## src/rtl/sdirq_pkg.sv

```systemverilog
package sdirq_pkg;

  localparam int HALF_W   = 16;
  localparam int REG_W    = 2 * HALF_W;
  localparam int N_LO_EVT = 10;
  localparam int N_HI_EVT = 2;
  localparam int N_EVT    = N_LO_EVT + N_HI_EVT;
  localparam int WP_BIT   = HALF_W + N_HI_EVT;
  localparam int BUSY_BIT = WP_BIT + 1;

  typedef enum logic [1:0] {
    SEL_ST_LO = 2'd0,
    SEL_ST_HI = 2'd1,
    SEL_MK_LO = 2'd2,
    SEL_MK_HI = 2'd3
  } reg_sel_e;

  function automatic int evt_pos(input int idx);
    return (idx < N_LO_EVT) ? idx : (idx - N_LO_EVT + HALF_W);
  endfunction

  function automatic logic [REG_W-1:0] cap_vec();
    logic [REG_W-1:0] v;
    v = '0;
    for (int i = 0; i < N_EVT; i++) v[evt_pos(i)] = 1'b1;
    return v;
  endfunction

  function automatic logic [REG_W-1:0] map_evt(input logic [N_EVT-1:0] ev);
    logic [REG_W-1:0] v;
    v = '0;
    for (int i = 0; i < N_EVT; i++) v[evt_pos(i)] = ev[i];
    return v;
  endfunction

  localparam logic [REG_W-1:0] IRQ_CAP = cap_vec();

endpackage

```

## src/rtl/sdirq_sticky.sv

```systemverilog
module sdirq_sticky
  import sdirq_pkg::*;
(
  input  logic             clk,
  input  logic             rst_n,
  input  logic [REG_W-1:0] set_vec,
  input  logic [REG_W-1:0] keep_vec,
  output logic [REG_W-1:0] st_q
);

  for (genvar b = 0; b < REG_W; b++) begin : g_bit
    if (IRQ_CAP[b]) begin : g_flop
      always_ff @(posedge clk) begin
        if (!rst_n) st_q[b] <= 1'b0;
        else        st_q[b] <= (st_q[b] & keep_vec[b]) | set_vec[b];
      end
    end else begin : g_zero
      assign st_q[b] = 1'b0;
    end
  end

  logic pad_unused;
  assign pad_unused = ^{set_vec & ~IRQ_CAP, keep_vec & ~IRQ_CAP};

endmodule

```

## src/rtl/sdirq_mask.sv

```systemverilog
module sdirq_mask
  import sdirq_pkg::*;
(
  input  logic              clk,
  input  logic              rst_n,
  input  logic              wr_lo,
  input  logic              wr_hi,
  input  logic [HALF_W-1:0] wdata,
  output logic [REG_W-1:0]  mk_q
);

  always_ff @(posedge clk) begin
    if (!rst_n) begin
      mk_q <= '1;
    end else begin
      if (wr_lo) mk_q[HALF_W-1:0]     <= wdata;
      if (wr_hi) mk_q[REG_W-1:HALF_W] <= wdata;
    end
  end

endmodule

```

## src/rtl/sdirq_rdport.sv

```systemverilog
module sdirq_rdport
  import sdirq_pkg::*;
(
  input  logic              clk,
  input  logic              rst_n,
  input  logic              rd_en,
  input  reg_sel_e          sel,
  input  logic [REG_W-1:0]  st_q,
  input  logic [REG_W-1:0]  mk_q,
  input  logic              wp_lvl,
  input  logic              busy_lvl,
  output logic [HALF_W-1:0] rdata_q
);

  logic [REG_W-1:0]  st_view;
  logic [HALF_W-1:0] rd_mux;

  always_comb begin
    st_view           = st_q;
    st_view[WP_BIT]   = wp_lvl;
    st_view[BUSY_BIT] = busy_lvl;
  end

  always_comb begin
    unique case (sel)
      SEL_ST_LO: rd_mux = st_view[HALF_W-1:0];
      SEL_ST_HI: rd_mux = st_view[REG_W-1:HALF_W];
      SEL_MK_LO: rd_mux = mk_q[HALF_W-1:0];
      default:   rd_mux = mk_q[REG_W-1:HALF_W];
    endcase
  end

  always_ff @(posedge clk) begin
    if (!rst_n)     rdata_q <= '0;
    else if (rd_en) rdata_q <= rd_mux;
  end

endmodule

```

## src/rtl/sdirq_ctrl.sv

```systemverilog
module sdirq_ctrl
  import sdirq_pkg::*;
(
  input  logic              clk,
  input  logic              rst_n,
  input  logic [N_EVT-1:0]  ev_pulse_i,
  input  logic              wp_lvl_i,
  input  logic              cmd_busy_i,
  input  logic              bus_wr_i,
  input  logic              bus_rd_i,
  input  logic [1:0]        bus_addr_i,
  input  logic [HALF_W-1:0] bus_wdata_i,
  output logic [HALF_W-1:0] bus_rdata_o,
  output logic              irq_o
);

  reg_sel_e          sel;
  logic [REG_W-1:0]  set_vec;
  logic [REG_W-1:0]  keep_vec;
  logic [REG_W-1:0]  st_q;
  logic [REG_W-1:0]  mk_q;
  logic              irq_q;

  assign sel     = reg_sel_e'(bus_addr_i);
  assign set_vec = map_evt(ev_pulse_i);

  always_comb begin
    keep_vec = '1;
    if (bus_wr_i && sel == SEL_ST_LO) keep_vec[HALF_W-1:0]     = bus_wdata_i;
    if (bus_wr_i && sel == SEL_ST_HI) keep_vec[REG_W-1:HALF_W] = bus_wdata_i;
  end

  sdirq_sticky u_sticky (
    .clk      (clk),
    .rst_n    (rst_n),
    .set_vec  (set_vec),
    .keep_vec (keep_vec),
    .st_q     (st_q)
  );

  sdirq_mask u_mask (
    .clk   (clk),
    .rst_n (rst_n),
    .wr_lo (bus_wr_i && sel == SEL_MK_LO),
    .wr_hi (bus_wr_i && sel == SEL_MK_HI),
    .wdata (bus_wdata_i),
    .mk_q  (mk_q)
  );

  sdirq_rdport u_rd (
    .clk      (clk),
    .rst_n    (rst_n),
    .rd_en    (bus_rd_i),
    .sel      (sel),
    .st_q     (st_q),
    .mk_q     (mk_q),
    .wp_lvl   (wp_lvl_i),
    .busy_lvl (cmd_busy_i),
    .rdata_q  (bus_rdata_o)
  );

  always_ff @(posedge clk) begin
    if (!rst_n) irq_q <= 1'b0;
    else        irq_q <= |(st_q & ~mk_q & IRQ_CAP);
  end

  assign irq_o = irq_q;

endmodule

```

## config.mk

```make
export PLATFORM = sky130hd
export DESIGN_NAME = sdirq_ctrl
export DESIGN_NICKNAME = d
export VERILOG_FILES = /design/src/rtl/sdirq_pkg.sv /design/src/rtl/sdirq_sticky.sv /design/src/rtl/sdirq_mask.sv /design/src/rtl/sdirq_rdport.sv /design/src/rtl/sdirq_ctrl.sv
export SDC_FILE = /design/constraint.sdc
export NUM_CORES = 1
export LEC_CHECK = 0
export ABC_CLOCK_PERIOD_IN_PS = 2200
export BUFFER_PORTS_ARGS = -buffer_cell sky130_fd_sc_hd__buf_2
export CAP_MARGIN = 20
export CORE_UTILIZATION = 61
export DETAILED_ROUTE_END_ITERATION = 7
export PLACE_DENSITY_LB_ADDON = 0.25
export SLEW_MARGIN = 0
export SYNTH_ARGS = -nofsm -noshare
export SYNTH_HDL_FRONTEND = slang
export SYNTH_HIERARCHICAL = 1
export SYNTH_SLANG_ARGS = --single-unit
```

## constraint.sdc

```tcl
create_clock -name clk -period 2.2 [get_ports clk]
set_clock_uncertainty 0.15 [all_clocks]
set_input_delay 0 -clock clk [delete_from_list [all_inputs] [get_ports clk]]
set_output_delay 0 -clock clk [all_outputs]
set_load 0.005 [all_outputs]
```

==> metrics.csv, run 1 <==
stage;metric;value;unit
sta;drv_slew;0;
floorplanning;start_util;64.50;%
routing;num_vias;2351;
cts;cts.repair.resized;0;
global_routing;grt_pass1_wl;11190;um
routing;routedWlPerCell;15.79;um
worst_setup_path;critical_path_depth;6;
worst_setup_path;path_class;in2reg;
floorplanning;die_area;5349;um^2
layout;finalNetCount;412;
cts;htree_levels;3;
cts;cts_setup_buffers;0;
global_routing;antenna_found_initial;0;
power;p_leak;0.001654;uW
layout;multi_input_area;1610;um^2
cts;cts_made_buffers;9;
synth;syn-instance-count;286;
place;dpl.hpwl;4060;um
routing;drt_iter0_markers;87;
routing;firstDrtPassIters;4;
worst_setup_path;crit_path_top_delay_cell;dlygate4sd3_1;
layout;syn2layout_area_growth;23.67;%
power;p_per_area;657.0;nW/um^2
synth;yosys_warnings;6;
min_path;hp-class;in2reg;
sta;rsz0062_at_grt;false;
floorplanning;core;4786;um^2
routing;final_antenna_net_count;0;
cts;root_buffer;clkbuf_8;
floorplanning;die_w;73.14;um
layout;seqCellArea;1221;um^2
global_routing;gr-total-overflow;0;
place;placedCellCount;392;
min_path;hold_depth;3;
outcome;outcome;completed;
cts;cts.sinks;61;
floorplanning;fp.dieH;73.14;um
sta;worst_pin_slew;0.5951;ns
global_routing;grt_pass1_vias;2332;
place;place.port_buffers;52;
layout;drive_gt1_share;26.32;%
cts;clock_path_buffers;2;
worst_setup_path;crit_arrival;1.77;ns
cts;hold_buffers;40;
sta;max-slew-margin-rel;60.28;%
sta;fmax;590.1;MHz
routing;drt-total-wl;7058;um
worst_setup_path;path_common_cell;dlygate4sd3_1;
worst_setup_path;crit_path_end_kind;flip-flop;
worst_setup_path;cp_data_required_time;2.28;ns
routing;routed_via_density;5.260;
worst_setup_path;crit_buf_inv;3;
synth;syn_area;3087;um^2
floorplanning;row_count;25;
synth;avgSynthCellArea;10.79;um^2
worst_setup_path;cp_slowest_stage_delay;0.59;ns
cts;clk-insertion-delay-late;0.33;ns
sta;period_minus_slack;1.694;ns
layout;fill_cells;309;
sta;fin_setup_tns;0;ns
floorplanning;ios;53;
place;place_congestion;0.7609;
layout;fin_cells;447;
layout;insertedDiodeCount;0;
sta;period_share;77.02;%
worst_setup_path;critical-path-top-delay-family;buffers and inverters;
routing;drc;0;
global_routing;grt_max_degree;48;
sta;hold_violations;0;
cts;cts_tree;done;
flow_run;maxCapViolCount;0;
cts;clk_pin_slew_worst_paths;0.07;ns
worst_setup_path;crit_path_start_kind;primary input;
worst_setup_path;cp_cell_sequence;dlygate4sd3_1 -> buf_2 -> or2_2 -> a21oi_1 -> dlygate4sd3_1 -> nor2b_2;
worst_setup_path;crit_fanout;4;
power;ir_drop;0.6368;mV
sta;setup_viol;0;
worst_setup_path;r2r_slack;0.70;ns
worst_setup_path;rr_worst_depth;3;
global_routing;grtUsageTotal;28.64;%
-- layer usage --
metal	part of all wire, %	vias up	global-route usage (%)
met5	0	-	0
met2	50	70	47.94
met4	2.4	0	15.90
met3	3.7	14	5.801
met1	44	1111	34.26
li1	-	1156	-
-- registers in the layout (all words and copies together) (netlist names) --
register,flops
u_mask/mk_q,32
irq_o,1
u_sticky/st_q,12
u_rd/rdata_q,16
-- area by class of cell --
cell class	count	share of cell area [%]
clock inverters	1	0.1311
multi-input cells	202	42.18
clock buffers	14	4.523
repair buffers	99	18.68
inverters	3	0.2950
flip-flops and latches	61	31.99
well taps	67	2.196
-- final timing paths --
check	from	end
max	bus_wdata_i[0]	u_sticky/st_q[16]$_SDFF_PN0_
min	bus_rd_i	u_rd/rdata_q[13]$_SDFFE_PN0P_
max reg2reg	u_sticky/st_q[3]$_SDFF_PN0_	u_sticky/st_q[3]$_SDFF_PN0_
min reg2reg	u_mask/mk_q[24]$_SDFFE_PN1P_	u_mask/mk_q[24]$_SDFFE_PN1P_
-- report_power, final --
group / leakage, uW / total [uW] / internal (uW) / switching (uW)
combinational: 0.00106 / 385 / 208 / 177
clock: 0.0000926 / 913 / 495 / 418
sequential: 0.000503 / 1210 / 1170 / 40.5
total: 0.00165 / 2510 / 1870 / 636
-- cells in the final DEF, fill, tap and decap left out --
cell type	n
nor2b_4	10
o221ai_2	11
mux2i_1	64
conb_1	18
buf_4	7
inv_1	3
clkbuf_1	2
o31a_1	1
nor2b_2	2
nor3b_4	1
nand3b_2	1
nand3b_1	17
nor2_2	1
a21oi_1	12
nand2b_1	19
clkinv_2	1
nand3_4	1
o221ai_1	5
dfxtp_1	61
clkbuf_8	12
o2111ai_1	3
nand2_1	33
and3_1	1
dlygate4sd3_1	40
buf_2	52
or2_1	1
or2_2	1
-- through the flow --
| step | instance area, um^2 | power, uW | hold slack, ns | util (%) | setup WS [ns] |
|---|---|---|---|---|---|
| after floorplan | 3151 | 1474 | -0.08806 | - | 1.137 |
| after global placement | 3239 | 1539 | 0.07753 | 67.69 | 0.8132 |
| after detailed placement | 3239 | 1547 | 0.08408 | 67.69 | 0.7670 |
| after CTS | 3817 | 2501 | 0.04251 | 79.76 | 0.6008 |
| after global routing | 3817 | 2592 | 0.06014 | 79.76 | 0.4416 |
| final | 3817 | 2508 | 0.05365 | 79.76 | 0.5055 |
-- tightest hold or removal path: cells and delay by family --
kind / cells / cell delay (ns)
AND/OR/NAND/NOR: 1 / 0.21
AO/OA/AOI/OAI: 1 / 0.07
buffers and inverters: 1 / 0.22
Note: power is estimated with default switching activity, not from simulation.
==> inputs of run 2 (changes only) <==
--- a/config.mk
+++ b/config.mk
@@ -5,10 +5,10 @@
 export SDC_FILE = /design/constraint.sdc
 export NUM_CORES = 1
 export LEC_CHECK = 0
-export ABC_CLOCK_PERIOD_IN_PS = 2200
+export ABC_CLOCK_PERIOD_IN_PS = 1500
 export BUFFER_PORTS_ARGS = -buffer_cell sky130_fd_sc_hd__buf_2
 export CAP_MARGIN = 20
-export CORE_UTILIZATION = 61
+export CORE_UTILIZATION = 51
 export DETAILED_ROUTE_END_ITERATION = 7
 export PLACE_DENSITY_LB_ADDON = 0.25
 export SLEW_MARGIN = 0
==> constraint.sdc (replaced) <==
create_clock -name clk -period 1.5 [get_ports clk]
set_clock_uncertainty 0.15 [all_clocks]
set_input_delay 0 -clock clk [delete_from_list [all_inputs] [get_ports clk]]
set_output_delay 0 -clock clk [all_outputs]
set_load 0.005 [all_outputs]
==> run 2 against run 1 <==
First-iteration DRC count increased by 9.2%; cell count increased by 0.89%; register-to-register slack got worse by 0.60 ns; global-route usage decreased by 5.3 points; die area increased by 19%; sequential power increased by 46%; combinational power increased by 46%; non-clock buffer count unchanged; utilization decreased by 13 points; wire length decreased by 5.5%; largest power group unchanged.
==> metrics.csv, run 2 (synthesis results as in run 1) <==
stage;metric;value;unit;change
outcome;outcome;completed;;
worst_setup_path;cp_data_required_time;1.58;ns;-0.70 ns
cts;clk-insertion-delay-late;0.33;ns;about the same
layout;drive_gt1_share;26.91;%;+0.60 points
worst_setup_path;rr_startpoint;u_sticky/st_q[16]$_SDFF_PN0_;;
layout;finalNetCount;412;;unchanged
worst_setup_path;rr_worst_depth;3;;unchanged
place;dpl.hpwl;4284;um;+5.5%
floorplanning;start_util;54.39;%;-10 points
cts;cts_made_buffers;9;;unchanged
min_path;hp-class;in2reg;;
routing;final_antenna_net_count;0;;unchanged
cts;cts_setup_buffers;0;;unchanged
worst_setup_path;cp_slowest_stage_delay;0.60;ns;about the same
floorplanning;core;5675;um^2;+19%
sta;period_share;93.40;%;
power;p_per_area;915.8;nW/um^2;+39%
power;p_leak;0.001654;uW;about the same
cts;clock_path_buffers;2;;unchanged
cts;root_buffer;clkbuf_8;;
sta;fmax;713.8;MHz;
worst_setup_path;critical-path-top-delay-family;buffers and inverters;;
worst_setup_path;crit_arrival;1.48;ns;-0.29 ns
routing;firstDrtPassIters;5;;+1
sta;period_minus_slack;1.401;ns;
floorplanning;die_area;6367;um^2;+19%
floorplanning;row_count;27;;+8.0%
worst_setup_path;crit_path_top_delay_cell;dlygate4sd3_1;;
worst_setup_path;r2r_slack;0.1;ns;-0.60 ns
layout;multi_input_area;1619;um^2;+0.54%
power;report.power.total;3486;uW;+39%
sta;hold_slack;0.1082;ns;+0.05457 ns
place;place_congestion;0.7805;;+2.6%
layout;final_area;3806;um^2;-0.29%
worst_setup_path;path_class;reg2reg;;
layout;syn2layout_area_growth;23.31;%;
cts;htree_levels;3;;unchanged
routing;drt-total-wl;6672;um;-5.5%
global_routing;grt_pass1_wl;11050;um;-1.2%
power;ir_drop;0.6091;mV;-4.4%
min_path;min_from;bus_wr_i;;
routing;routed_via_density;5.131;;-2.4%
global_routing;grtUsageTotal;23.38;%;-5.3 points
place;place.port_buffers;52;;unchanged
routing;drt_iter0_markers;95;;+9.2%
routing;routedWlPerCell;14.79;um;-6.3%
place;placed_area;3281;um^2;+1.3%
global_routing;gr-total-overflow;0;;unchanged
routing;drc;0;;unchanged
worst_setup_path;crit_fanout;3;;-1
global_routing;grt_max_degree;32;;-33%
sta;hold_violations;0;;unchanged
sta;fin_setup_tns;0;ns;unchanged
floorplanning;fp.dieH;79.80;um;+9.1%
global_routing;grt_pass1_vias;2333;;+0.043%
routing;num_vias;2314;;-1.6%
worst_setup_path;setup.worst_path.start;u_sticky/st_q[16]$_SDFF_PN0_;;
flow_run;maxCapViolCount;0;;unchanged
min_path;hold_depth;6;;+3
layout;insertedDiodeCount;0;;unchanged
worst_setup_path;crit_path_start_kind;flip-flop;;
layout;final_common_cell;mux2i_1;;
worst_setup_path;critical_path_depth;3;;-3
floorplanning;die_w;79.80;um;+9.1%
cts;cts_tree;done;;
cts;clk_pin_slew_worst_paths;0.06;ns;about the same
layout;largest_reg_flops;32;;unchanged
floorplanning;ios;53;;unchanged
worst_setup_path;cp_cell_sequence;a21oi_1 -> dlygate4sd3_1 -> nor2b_2;;
layout;reg_top3;u_mask/mk_q (32), u_rd/rdata_q (16), u_sticky/st_q (12);;
sta;rsz0062_at_grt;false;;
layout;largest_register;u_mask/mk_q;;
layout;fill_cells;462;;+50%
cts;cts.sinks;61;;unchanged
sta;drv_slew;0;;unchanged
global_routing;antenna_found_initial;0;;unchanged
worst_setup_path;crit_buf_inv;1;;-2
layout;seqCellArea;1221;um^2;unchanged
layout;mostFrequentLayoutCells;mux2i_1 (64), dfxtp_1 (61), buf_2 (52), dlygate4sd3_1 (37), nand2_1 (33);;
worst_setup_path;crit_path_end_kind;flip-flop;;
sta;setup_viol;0;;unchanged
## run 2: timing repair
action | in CTS | in global routing
endpoints found under the setup margin | 0 | 12
gates resized for setup | 0 | 1
endpoints found under the hold margin | 54 | 0
hold buffers | 39 | 0
## run 2: where the power goes
part | switching, uW | leakage (uW) | internal (uW)
clock | 580 | 0.0000788 | 572
sequential | 56.4 | 0.000503 | 1720
combinational | 255 | 0.00107 | 305
total | 892 | 0.00165 | 2590
## run 2: cell type report
class	instances	area share (%)
clock buffer	11	3.452
clock inverter	3	0.3945
inverter	3	0.2959
multi-input combinational	202	42.54
sequential	61	32.08
tap	72	2.367
timing repair buffer	99	18.87
## run 2: worst min-delay path: stages
cell     delay [ns]
buf_2          0.12
nand2_1        0.07
nor2_2         0.05
buf_12         0.15
mux2i_1        0.12
nand2_1        0.06
## run 2: metal layers
metal	GRT usage, %	share of wire, %	up-vias
met5	0	0	-
met4	8.929	1.5	0
met3	5.829	4.1	9
met2	40.68	50	58
met1	27.50	45	1105
li1	-	-	1142
## run 2: stage by stage
stage	instances	utilization [%]	setup slack [ns]
3_3_place_gp	400	57.80	0.2600
2_1_floorplan	303	-	0.4370
5_1_grt	451	67.06	0.08479
4_1_cts	453	67.26	0.01763
3_5_place_dp	400	57.80	0.2275
6_report	451	67.06	0.09904
## run 2: final timing paths
kind,endpoint
worst min register to register,u_mask/mk_q[13]$_SDFFE_PN1P_
worst max-delay path,u_sticky/st_q[16]$_SDFF_PN0_
worst min-delay path,u_mask/mk_q[2]$_SDFFE_PN1P_
worst max register to register,u_sticky/st_q[16]$_SDFF_PN0_
==> inputs of run 3 (changes only) <==
--- a/config.mk
+++ b/config.mk
@@ -5,12 +5,13 @@
 export SDC_FILE = /design/constraint.sdc
 export NUM_CORES = 1
 export LEC_CHECK = 0
-export ABC_CLOCK_PERIOD_IN_PS = 1500
-export BUFFER_PORTS_ARGS = -buffer_cell sky130_fd_sc_hd__buf_2
+export ABC_CLOCK_PERIOD_IN_PS = 1700
+export BUFFER_PORTS_ARGS = -buffer_cell sky130_fd_sc_hd__buf_4
 export CAP_MARGIN = 20
-export CORE_UTILIZATION = 51
+export CORE_UTILIZATION = 61
 export DETAILED_ROUTE_END_ITERATION = 7
 export PLACE_DENSITY_LB_ADDON = 0.25
+export REMOVE_ABC_BUFFERS = 1
 export SLEW_MARGIN = 0
 export SYNTH_ARGS = -nofsm -noshare
 export SYNTH_HDL_FRONTEND = slang
==> constraint.sdc (replaced) <==
create_clock -name clk -period 1.7 [get_ports clk]
set_clock_uncertainty 0.15 [all_clocks]
set_input_delay 0 -clock clk [delete_from_list [all_inputs] [get_ports clk]]
set_output_delay 0 -clock clk [all_outputs]
set_load 0.005 [all_outputs]
==> run 3 against run 2 <==
Final area up 3.6%; register-to-register slack better by 0.23 ns; sequential cell count unchanged; combinational power down 5.7%; critical path type is now in2reg.
==> metrics.csv, run 3 (synthesis results as in run 1) <==
stage;metric;value;unit;change
worst_setup_path;crit_fanout;4;;+1
global_routing;gr-total-overflow;0;;unchanged
place;place.port_buffers;52;;unchanged
global_routing;grtUsageMet2;49.49;%;+8.8 points
layout;insertedDiodeCount;0;;unchanged
cts;root_buffer;clkbuf_8;;
floorplanning;die_w;73.14;um;-8.3%
power;combPwrFrac;15.1;%;-1.0 points
flow_run;maxCapViolCount;0;;unchanged
floorplanning;fp.dieH;73.14;um;-8.3%
min_path;hold_depth;5;;-1
sta;worst_pin_slew;0.5805;ns;
cts;cts_made_buffers;9;;unchanged
layout;mostFrequentLayoutCells;mux2i_1 (64), dfxtp_1 (61), buf_4 (58), dlygate4sd3_1 (37), nand2_1 (33);;
layout;drive_gt1_share;26.86;%;-0.051 points
power;p_leak;0.001676;uW;+1.3%
global_routing;grt.busiest_layer;met2;;
place;placed_area;3362;um^2;+2.5%
layout;fill_cells;297;;-36%
floorplanning;die_area;5349;um^2;-16%
worst_setup_path;crit_path_start_kind;primary input;;
layout;reg_top3;u_mask/mk_q (32), u_rd/rdata_q (16), u_sticky/st_q (12);;
outcome;outcome;completed;;
cts;cts.repair.resized;0;;unchanged
routing;firstDrtPassIters;4;;-1
power;p_per_area;886.7;nW/um^2;-3.2%
global_routing;use_met3;5.387;%;-0.44 points
floorplanning;start_util;64.50;%;+10 points
routing;final_antenna_net_count;0;;unchanged
sta;period_minus_slack;1.564;ns;
floorplanning;ios;53;;unchanged
global_routing;grt_pass1_vias;2453;;+5.1%
cts;cts.sinks;61;;unchanged
power;ir_drop;0.6858;mV;+13%
routing;drt_iter0_markers;133;;+40%
power;p_int;2661;uW;+2.6%
layout;final_common_cell;mux2i_1;;
layout;multi_input_area;1610;um^2;-0.54%
cts;cts_setup_buffers;0;;unchanged
worst_setup_path;crit_arrival;1.65;ns;+0.17 ns
routing;drc;0;;unchanged
cts;htree_levels;3;;unchanged
global_routing;grt_pass1_wl;11560;um;+4.6%
sta;drv_slew;0;;unchanged
sta;fin_setup_tns;0;ns;unchanged
worst_setup_path;crit_path_end_kind;flip-flop;;
layout;syn2layout_area_growth;27.81;%;
layout;largest_reg_flops;32;;unchanged
min_path;hp-class;in2reg;;
power;p_sw;837.0;uW;-6.1%
worst_setup_path;cp_data_required_time;1.78;ns;+0.20 ns
sta;hold_violations;0;;unchanged
worst_setup_path;rr_worst_depth;3;;unchanged
sta;rsz0062_at_grt;false;;
global_routing;use_met1;36.21;%;+8.7 points
cts;cts_tree;done;;
layout;final_area;3945;um^2;+3.6%
cts;clock_path_buffers;2;;unchanged
routing;routedWlPerCell;16.06;um;+8.6%
power;pwr-share-seq;44.8;%;-6.1 points
global_routing;grtUsageTotal;29.50;%;+6.1 points
place;dpl.hpwl;4172;um;-2.6%
sta;period_share;92.00;%;
power;p_sw_share;23.93;%;-1.7 points
layout;finalNetCount;408;;-0.97%
sta;max-slew-margin-rel;61.26;%;
cts;clk_pin_slew_worst_paths;0.06;ns;about the same
global_routing;antenna_found_initial;0;;unchanged
place;place_congestion;0.7435;;-4.7%
sta;fmax;639.4;MHz;
worst_setup_path;path_class;in2reg;;
floorplanning;row_count;25;;-7.4%
routing;num_vias;2386;;+3.1%
cts;clk-insertion-delay-late;0.33;ns;about the same
sta;setup_viol;0;;unchanged
power;power_frac_clock;40.0;%;+6.9 points
routing;routed_via_density;5.386;;+5.0%
floorplanning;core;4786;um^2;-16%
layout;largest_register;u_mask/mk_q;;
layout;seqCellArea;1221;um^2;unchanged
routing;drt-total-wl;7116;um;+6.7%
global_routing;grt_max_degree;41;;+28%
==> run 3: changes by cell type in the layout (fill, tap and decap cells not counted) <==
| cell | change |
|---|---|
| clkbuf_8 | +1 |
| buf_4 | +49 |
| clkbuf_1 | -2 |
| nand3b_4 | -1 |
| bufinv_16 | +2 |
| buf_12 | -1 |
| nand3b_2 | +1 |
| buf_2 | -52 |
==> run 3: final timing paths <==
| path | start | end | slack, ns |
|---|---|---|---|
| worst max-delay path | bus_wdata_i[0] | u_sticky/st_q[0]$_SDFF_PN0_ | 0.14 |
| worst min-delay path | bus_addr_i[1] | u_sticky/st_q[6]$_SDFF_PN0_ | 0.05 |
| worst max register to register | u_sticky/st_q[0]$_SDFF_PN0_ | u_sticky/st_q[0]$_SDFF_PN0_ | 0.33 |
| worst min register to register | u_mask/mk_q[27]$_SDFFE_PN1P_ | u_mask/mk_q[27]$_SDFFE_PN1P_ | 0.33 |
==> run 3: layout make-up <==
type                            instances  area share, %
Inverter                                3         0.2854
Clock inverter                          5          1.903
Multi-Input combinational cell        202          40.82
Sequential cell                        61          30.95
Tap cell                               67          2.125
Timing Repair Buffer                   95          20.43
Clock buffer                           10          3.489
==> run 3: worst max-delay path, cell delays in order <==
cell and delay, ns:
dlygate4sd3_1 0.54, buf_4 0.15, nand2b_1 0.15, a21oi_1 0.15, dlygate4sd3_1 0.61, nor2b_4 0.04
==> run 3: layer usage <==
| metal | wire length (um) | vias up |
|---|---|---|
| li1 | - | 1138 |
| met1 | 3038 | 1166 |
| met2 | 3652 | 68 |
| met3 | 307 | 14 |
| met4 | 118 | 0 |
| met5 | 0 | - |
==> run 3: repair_timing <==
action | 4_1_cts | 5_1_grt
setup endpoints to repair | 0 | 1
hold buffers | 38 | 0
hold endpoints to repair | 59 | 0
==> run 3: through the flow <==
step	setup WS (ns)	power [uW]	utilization, %	hold WS, ns	instances
finish	0.1360	3498	82.43	0.04710	443
CTS	0.09338	3501	82.64	0.02681	444
global route	0.06816	3613	82.43	0.06080	443
global placement	0.4072	2035	70.25	0.07999	391
floorplan	0.08759	1816	-	-0.08806	266
detailed placement	0.3750	2049	70.25	0.08259	391
==> run 3: power groups by stage <==
stage	Combinational, uW	Sequential (uW)	Clock, uW
after floorplan	228	1590	0
after global placement	441	1590	0
after detailed placement	452	1600	0
after CTS	522	1570	1410
after global routing	570	1580	1470
final	529	1570	1400
